===== config.mk =====
export PLATFORM = sky130hd
export DESIGN_NAME = mmu_fault_irq_unit
export DESIGN_NICKNAME = d
export VERILOG_FILES = /design/src/rtl/mfu_pkg.sv /design/src/rtl/mfu_ctrl_regs.sv /design/src/rtl/mfu_fault_capture.sv /design/src/rtl/mfu_read_mux.sv /design/src/rtl/mmu_fault_irq_unit.sv
export SDC_FILE = /design/constraint.sdc
export NUM_CORES = 1
export LEC_CHECK = 0
export CORE_ASPECT_RATIO = 1.4
export CORE_MARGIN = 3
export CORE_UTILIZATION = 40
export CTS_CLUSTER_SIZE = 16
export DETAILED_ROUTE_END_ITERATION = 8
export PLACE_DENSITY_LB_ADDON = 0.2
export SLEW_MARGIN = 20
export SYNTH_ARGS = -nofsm -noshare
export SYNTH_HDL_FRONTEND = slang
export SYNTH_SLANG_ARGS = --single-unit

===== constraint.sdc =====
create_clock -name clk -period 1.5 [get_ports clk]
set_input_delay 0.15 -clock clk [delete_from_list [all_inputs] [get_ports clk]]
set_output_delay 0.15 -clock clk [all_outputs]
set_load 0.02 [all_outputs]

===== src/rtl/mfu_pkg.sv =====
package mfu_pkg;
    localparam int DATA_W       = 32;
    localparam int RADDR_W      = 3;
    localparam int CLR_BIT      = 12;
    localparam int PROT_LSB     = 5;
    localparam int PROT_W       = 2;
    localparam int COH_BIT      = 8;
    localparam int ID_PORT_LSB  = 8;
    localparam int ID_GROUP_LSB = 13;
    localparam int GROUP_TOP    = 6;

    typedef enum logic [RADDR_W-1:0] {
        OFS_CFG     = 3'd0,
        OFS_IRQ_CTL = 3'd1,
        OFS_STATUS  = 3'd2,
        OFS_VA      = 3'd3,
        OFS_PA      = 3'd4,
        OFS_ID      = 3'd5
    } reg_ofs_e;
endpackage


===== src/rtl/mfu_ctrl_regs.sv =====
module mfu_ctrl_regs
    import mfu_pkg::*;
#(
    parameter int CAUSE_N = 8
) (
    input  logic                     clk,
    input  logic                     rst_n,
    input  logic                     wr_en,
    input  logic [RADDR_W-1:0]       wr_addr,
    input  logic [DATA_W-1:0]        wdata,
    output logic [CAUSE_N-1:0]       enables,
    output logic [PROT_W-1:0]        prot_mode,
    output logic                     coherent_en,
    output logic                     clr_pulse
);
    typedef struct packed {
        logic [CAUSE_N-1:0] en;
        logic [PROT_W-1:0]  prot;
        logic               coh;
    } ctrl_t;

    ctrl_t ctrl_d, ctrl_q;
    logic  hit_cfg, hit_ctl;

    always_comb begin
        hit_cfg = wr_en && (wr_addr == OFS_CFG);
        hit_ctl = wr_en && (wr_addr == OFS_IRQ_CTL);
        ctrl_d  = ctrl_q;
        if (hit_cfg) begin
            ctrl_d.prot = wdata[PROT_LSB +: PROT_W];
            ctrl_d.coh  = wdata[COH_BIT];
        end
        if (hit_ctl) begin
            ctrl_d.en = wdata[CAUSE_N-1:0];
        end
        clr_pulse = hit_ctl && wdata[CLR_BIT];
    end

    always_ff @(posedge clk or negedge rst_n) begin
        if (!rst_n) ctrl_q <= '0;
        else        ctrl_q <= ctrl_d;
    end

    assign enables     = ctrl_q.en;
    assign prot_mode   = ctrl_q.prot;
    assign coherent_en = ctrl_q.coh;
endmodule


===== src/rtl/mfu_fault_capture.sv =====
module mfu_fault_capture
    import mfu_pkg::*;
#(
    parameter int CAUSE_N    = 8,
    parameter int PORT_W     = 4,
    parameter int GROUP_W    = 3,
    parameter int PAGE_SHIFT = 12
) (
    input  logic                 clk,
    input  logic                 rst_n,
    input  logic                 clr,
    input  logic [CAUSE_N-1:0]   evt,
    input  logic [DATA_W-1:0]    evt_va,
    input  logic [DATA_W-1:0]    evt_pa,
    input  logic [GROUP_W-1:0]   evt_group,
    input  logic [PORT_W-1:0]    evt_port,
    output logic [CAUSE_N-1:0]   status,
    output logic [DATA_W-1:0]    fault_va,
    output logic [DATA_W-1:0]    fault_pa,
    output logic [DATA_W-1:0]    fault_id
);
    localparam logic [DATA_W-1:0]  VA_MASK = ~((DATA_W'(1) << PAGE_SHIFT) - DATA_W'(1));
    localparam logic [GROUP_W-1:0] TOP_IDX = GROUP_W'(GROUP_TOP);

    typedef struct packed {
        logic [CAUSE_N-1:0] st;
        logic [DATA_W-1:0]  va;
        logic [DATA_W-1:0]  pa;
        logic [DATA_W-1:0]  id;
    } cap_t;

    cap_t cap_d, cap_q;
    logic open_win;
    logic [DATA_W-1:0] id_enc;

    always_comb begin
        id_enc = '0;
        id_enc[ID_GROUP_LSB +: GROUP_W] = TOP_IDX - evt_group;
        id_enc[ID_PORT_LSB  +: PORT_W]  = evt_port;

        cap_d    = cap_q;
        open_win = clr || (cap_q.st == '0);
        if (clr) begin
            cap_d = '0;
        end
        cap_d.st = cap_d.st | evt;
        if (open_win && (evt != '0)) begin
            cap_d.va = evt_va & VA_MASK;
            cap_d.pa = evt_pa;
            cap_d.id = id_enc;
        end
    end

    always_ff @(posedge clk or negedge rst_n) begin
        if (!rst_n) cap_q <= '0;
        else        cap_q <= cap_d;
    end

    assign status   = cap_q.st;
    assign fault_va = cap_q.va;
    assign fault_pa = cap_q.pa;
    assign fault_id = cap_q.id;
endmodule


===== src/rtl/mfu_read_mux.sv =====
module mfu_read_mux
    import mfu_pkg::*;
#(
    parameter int CAUSE_N = 8
) (
    input  logic [RADDR_W-1:0]  addr,
    input  logic [CAUSE_N-1:0]  enables,
    input  logic [PROT_W-1:0]   prot_mode,
    input  logic                coherent_en,
    input  logic [CAUSE_N-1:0]  status,
    input  logic [DATA_W-1:0]   fault_va,
    input  logic [DATA_W-1:0]   fault_pa,
    input  logic [DATA_W-1:0]   fault_id,
    output logic [DATA_W-1:0]   rdata
);
    always_comb begin
        rdata = '0;
        case (addr)
            OFS_CFG: begin
                rdata[PROT_LSB +: PROT_W] = prot_mode;
                rdata[COH_BIT]            = coherent_en;
            end
            OFS_IRQ_CTL: rdata[CAUSE_N-1:0] = enables;
            OFS_STATUS:  rdata[CAUSE_N-1:0] = status;
            OFS_VA:      rdata = fault_va;
            OFS_PA:      rdata = fault_pa;
            OFS_ID:      rdata = fault_id;
            default:     rdata = '0;
        endcase
    end
endmodule


===== src/rtl/mmu_fault_irq_unit.sv =====
module mmu_fault_irq_unit
    import mfu_pkg::*;
#(
    parameter int CAUSE_N    = 8,
    parameter int PORT_W     = 4,
    parameter int GROUP_W    = 3,
    parameter int PAGE_SHIFT = 12
) (
    input  logic                clk,
    input  logic                rst_n,
    input  logic                reg_wr,
    input  logic [2:0]          reg_addr,
    input  logic [31:0]         reg_wdata,
    output logic [31:0]         reg_rdata,
    input  logic [7:0]          evt_cause,
    input  logic [31:0]         evt_va,
    input  logic [31:0]         evt_pa,
    input  logic [2:0]          evt_group,
    input  logic [3:0]          evt_port,
    output logic [1:0]          prot_mode,
    output logic                coherent_en,
    output logic                irq
);
    logic [CAUSE_N-1:0] enables;
    logic [CAUSE_N-1:0] status_q;
    logic [DATA_W-1:0]  fault_va, fault_pa, fault_id;
    logic               clr_pulse;

    mfu_ctrl_regs #(.CAUSE_N(CAUSE_N)) u_ctrl (
        .clk         (clk),
        .rst_n       (rst_n),
        .wr_en       (reg_wr),
        .wr_addr     (reg_addr),
        .wdata       (reg_wdata),
        .enables     (enables),
        .prot_mode   (prot_mode),
        .coherent_en (coherent_en),
        .clr_pulse   (clr_pulse)
    );

    mfu_fault_capture #(
        .CAUSE_N    (CAUSE_N),
        .PORT_W     (PORT_W),
        .GROUP_W    (GROUP_W),
        .PAGE_SHIFT (PAGE_SHIFT)
    ) u_cap (
        .clk       (clk),
        .rst_n     (rst_n),
        .clr       (clr_pulse),
        .evt       (evt_cause),
        .evt_va    (evt_va),
        .evt_pa    (evt_pa),
        .evt_group (evt_group),
        .evt_port  (evt_port),
        .status    (status_q),
        .fault_va  (fault_va),
        .fault_pa  (fault_pa),
        .fault_id  (fault_id)
    );

    mfu_read_mux #(.CAUSE_N(CAUSE_N)) u_rd (
        .addr        (reg_addr),
        .enables     (enables),
        .prot_mode   (prot_mode),
        .coherent_en (coherent_en),
        .status      (status_q),
        .fault_va    (fault_va),
        .fault_pa    (fault_pa),
        .fault_id    (fault_id),
        .rdata       (reg_rdata)
    );

    assign irq = |(status_q & enables);
endmodule


# Word-level counts from Yosys, hierarchy flattened
# Cells that the tools add are included.
# W data, S select, Z words.
# totals
reg_bits	115
inputBits	117
output_inout_bits	36
word_cells	32
# op_classes
add_sub_neg	1
eq_ne	5
muxes	7
bitwise_logic	2
reduce_logical	10
# op_table
operator	count
$mux W104	1
$mux W96	1
$pmux W23 S3	1
$pmux W5 S5	1
$pmux W2 S6	1
$and A8 B8 Y8	1
$logic_not A8 Y1	1
$or A8 B8 Y8	1
$reduce_bool A8 Y1	1
$reduce_or A8 Y1	1
$eq A3 B2 Y1 const B	2
$eq A3 B3 Y1 const B	2
$pmux W1 S5	1
$logic_and A1 B1 Y1	4
$pmux W1 S4	1
$eq A3 B1 Y1 const B	1
$logic_not A3 Y1	1
$sub A3 B3 Y3 const A	1
$reduce_bool A2 Y1	1
$logic_or A1 B1 Y1	1

# Depth between registers and ports, before layout
# logic_depth
ltp_word	6
depth_mapped	7
ltp_nobuf	3

# By module
# A second synthesis with hierarchy kept.
# hier_totals
cells_unflattened	438
area_unflattened_um2	4779.6
# modules_own_cells
mod	n_inst	cells_per_inst	area_per_inst_um2	seq_area_each_um2
mfu_fault_capture	1	267	3183.1	1676.6
mfu_read_mux	1	140	1122.3	0.0
mfu_ctrl_regs	1	26	437.9	275.3
mmu_fault_irq_unit	1	5	36.3	0.0

# Worst setup path after synthesis
# No wires, ideal clock.
# synth_path
path_type	input to output
startpoint	in reg_addr[0]
endpoint	out reg_rdata[22]
arrival_ps	1436
t_required_ps	1350
setup_slack_ps	-86
path_stages	6
path_buffers	3
cell_sequence	clkbuf_1 > nor2b_1 > clkbuf_1 > and2_1 > clkbuf_1 > a22o_1
# synth_via
elab_chain_cells	2
word_cells_on_any_way	4
cone_classes	eq/ne (3); mux (1)
# synth_lines
item	line_no	rtl
start: declaration	mmu_fault_irq_unit.sv:12	input logic [2:0] reg_addr,
$eq A3 B3 Y1 / $eq A3 B2 Y1 (equally long branches)	mfu_read_mux.sv:18	case (addr)
$pmux W23 S3 (*)	mfu_read_mux.sv:18	
end: declaration	mmu_fault_irq_unit.sv:14	output logic [31:0] reg_rdata,
# Every way passes the cells marked *; elsewhere a longest branch is shown, timed or not.

# Final worst setup path
# layout_path
startpoint	in evt_cause[6]
endpoint	reg u_cap.cap_q (netlist bit u_cap.fault_va[27])
# layout_via
elab_chain_cells	3
word_cells_on_any_way	4
cone_classes	mux (1); reduce/logical (3)
# layout_lines
item	line_no	rtl
start: declaration	mmu_fault_irq_unit.sv:15	input logic [7:0] evt_cause,
$reduce_bool A8 Y1 (*)	mfu_fault_capture.sv:47	if (open_win && (evt != '0)) begin
$logic_and A1 B1 Y1 (*)	mfu_fault_capture.sv:47	
$mux W96 / $reduce_bool A2 Y1 (equally long branches)	n/a	
end signal: assignment	mfu_fault_capture.sv:56	else cap_q <= cap_d;
end: declaration	mfu_fault_capture.sv:32	cap_t cap_d, cap_q;
# Marks and branches as above.
# A chain may end at the register's enable or synchronous reset.

==> flow_summary_export.csv <==
group,metric,value,unit
outcome,status,"finished with violations",
outcome,violations,"setup timing",
critical_path,cp-end-kind,"register",
sta,skew,0.00739,ns
critical_path,rr_endpoint,"u_cap.fault_pa[0]",
critical_path,cp_num_buf_inv,2,
critical_path,worstPathRequired,1.71,ns
yosys,yosysTopAreaCell,"dfrtp_1",
global_route,first_global_vias,4207,
detailed_routing,drt_iter0_drc,221,
yosys,synth_top_area_share,48.9,%
sta,fmax,625,MHz
critical_path,cpPeakStageDelay,0.59,ns
yosys,synth_edf_count,0,
critical_path,reg2reg_depth,5,
sta,fin_setup_tns,-2.90,ns
placement,portBuffers,118,
floorplan,chipWidth,90.4,um
yosys,syn_nets,537,
sta,maxSlewHeadroom,72.7,%
sta,post-route-period-util,107,%
placement,hpwl,8810,um
detailed_routing,totalWireLength,13800,um
critical_path,r2r_slack,-0.04,ns
yosys,synth_cell_types,36,
yosys,synth_seq_cells,78,
global_route,grt_max_degree,45,
cells_and_area,postLayoutCoreUtil,66.1,%
global_route,track_usage,24.4,%
floorplan,core-area,0.00962,mm^2
detailed_routing,detail-route-antenna-nets,0,
detailed_routing,viasPerCell,5.83,
yosys,synthArstFlopShare,100,%
cts,clockBufferDepth,2,
yosys,synth_most_common_cell,"o21ai_0",
placement,gp_congestion,0.978,
cts,path_clk_slew,0.06,ns
critical_path,path_class,"in -> reg",
critical_path,arrival,1.81,ns
pwr,vdd_ir_drop_max,0.000743,V
floorplan,ios,153,
yosys,seq_area_frac_synth,48.9,%
sta,setup_ws,-0.101,ns
detailed_routing,vias,4077,
critical_path,cp_top_family,"buffers and inverters",
sta,final.min_clock_period,1.60,ns
cells_and_area,fillers,791,
yosys,syn_inst,419,
cts,worstSkewPairLatency,0.34,ns
sta,final_hold_viol_count,0,
yosys,ys_top_cells_by_count,"o21ai_0, dfrtp_1, o22ai_1",
hold_path,hold_class,"in -> async",
cells_and_area,areaGrowthSynthToFinish,59.2,%
cts,ctsHtreeMaxLevel,3,
critical_path,crit_path_start_kind,"input port",
floorplan,rows,42,
cts,clock-sinks,78,
global_route,antenna_found_initial,0,
critical_path,timing.rr.start,"u_cap.status[5]",
floorplan,initial_core_util,41.5,%
cells_and_area,multi_input_comb_area,0.00222,mm^2
cts,cts_buffers,9,
sta,tightest_slew,0.406,ns
cells_and_area,seq_area,0.00195,mm^2
pwr,p_leak,2.63,nW
floorplan,die_height,124,um
yosys,synth-main-ff-cell,"dfrtp_1",
pwr,power_density,1060,mW/mm^2
floorplan,die_area,0.0112,mm^2
global_route,grt_overflow,0,
cts,root_buffer,"clkbuf_16",
critical_path,crit_chain,"clkdlybuf4s50_1, or4_4, buf_4, o21ai_0, o22ai_2",
yosys,synth_warnings,0,
cells_and_area,drive_above_1_share,32.3,%
yosys,yosys-top-cells-area,"dfrtp_1, o21ai_0, o22ai_1",
pwr,fin_total_pwr,6.72,mW
detailed_routing,wl_per_cell,19.8,um
sta,rsz0062_at_grt,"true",
yosys,synth_area,0.00399,mm^2
cts,cts_tree,"done",
sta,slew_viol_final,0,
critical_path,crit_fanout,30,
cells_and_area,nets,680,
critical_path,slowest_stage,"or4_4",
sta,setup_violations,59,
detailed_routing,dr.pass1.iters,4,
yosys,synth.avg_cell_area,9.53,um^2
cells_and_area,antennaDiodeCount,0,
detailed_routing,drc,0,
global_route,grt_pass1_wl,22200,um
job,max_cap_viol_count,0,
power breakdown:
group	leakage, nW	total (mW)	internal, mW	switching (mW)
clock network	0.154	2.34	1.49	0.845
logic	1.52	1.62	0.858	0.761
registers	0.958	2.76	2.50	0.262
stage by stage:
stage / hold slack, ns / instances / worst slack, ns / area, um^2
floorplan: -0.146 / 419 / -0.00903 / 4020
global placement: 0.0546 / 672 / -0.590 / 5630
detailed placement: 0.0595 / 672 / -0.671 / 5630
CTS: 0.239 / 697 / -0.0451 / 6160
global route: 0.258 / 699 / -0.120 / 6360
finish: 0.250 / 699 / -0.101 / 6360
flip-flops by register name, summed over array words and instances (netlist names):
signal	cells
u_cap.fault_pa	32
u_cap.fault_va	20
u_cap.status	8
u_ctrl.enables	8
u_cap.fault_id	7
u_ctrl.prot_mode	2
u_ctrl.coherent_en	1
cells in the final DEF (no fill, tap or decap), types with 3 or more instances in the layout:
cell,Yosys,routed
a21o_1,8,8
a22o_1,17,17
a22oi_1,12,8
a22oi_2,0,4
buf_12,0,9
buf_2,8,25
buf_4,1,49
buf_6,4,3
clkbuf_16,0,10
clkdlybuf4s15_2,0,4
clkdlybuf4s50_1,0,76
dfrtp_1,78,78
dlygate4sd2_1,0,8
mux2_2,3,3
mux2i_1,9,8
nand2_1,32,31
nor2_1,6,5
o21ai_0,121,89
o21ai_1,2,29
o21ai_2,0,5
o22ai_1,47,11
o22ai_2,10,39
o22ai_4,0,7
o2bb2ai_1,3,3
logic make-up (layout without fill, tap and decap cells):
| group | count (synthesis) | after routing | synth area share [%] |
|---|---|---|---|
| simple gates | 52 | 52 | 6.21 |
| compound gates | 226 | 226 | 35.6 |
| mux | 12 | 12 | 3.10 |
| buf+inv | 49 | 197 | 5.70 |
| xor+xnor | 1 | 1 | 0.219 |
| fa+ha+maj | 1 | 1 | 0.313 |
| flops | 78 | 78 | 48.9 |
worst reg2reg max path: cells and delay by family, from the launching register on:
kind / cells / cell delay (ns)
flops: 1 / 0.41
simple gates: 1 / 0.36
buf+inv: 2 / 0.35
compound gates: 2 / 0.34
cell type report:
| class | count | share of cell area (%) |
|---|---|---|
| clock inverters | 6 | 1.34 |
| multi-input cells | 292 | 34.9 |
| inverters | 1 | 0.0591 |
| flip-flops and latches | 78 | 30.7 |
| well taps | 132 | 2.60 |
| repair buffers | 180 | 26.7 |
| clock buffers | 10 | 3.76 |
worst max-delay path by stage:
stage                         start                 end  cells after the start
finish                 evt_cause[6]  u_cap.fault_va[27]                      5
global route        u_cap.status[7]   u_cap.fault_pa[0]                      6
CTS                 u_cap.status[6]  u_cap.fault_va[31]                      6
detailed placement      reg_addr[2]        reg_rdata[1]                      7
global placement        reg_addr[2]       reg_rdata[31]                      6
floorplan              evt_cause[6]  u_cap.fault_pa[21]                      5
routing by layer:
layer  share of wire (%)  global-route usage (%)
met5                   0                       0
met4                 2.1                    8.39
met3                 6.0                    6.30
met2                  52                    41.0
met1                  40                    30.5
repair_timing:
action	in CTS	in global routing
hold buffers	1	0
resized for setup	191	50
buffers inserted	7	1
setup endpoints to repair	102	86
endpoints found under the hold margin	20	0
gates cloned	2	1
pin swaps	12	17
No activity file was read; power rests on OpenSTA's default activity.
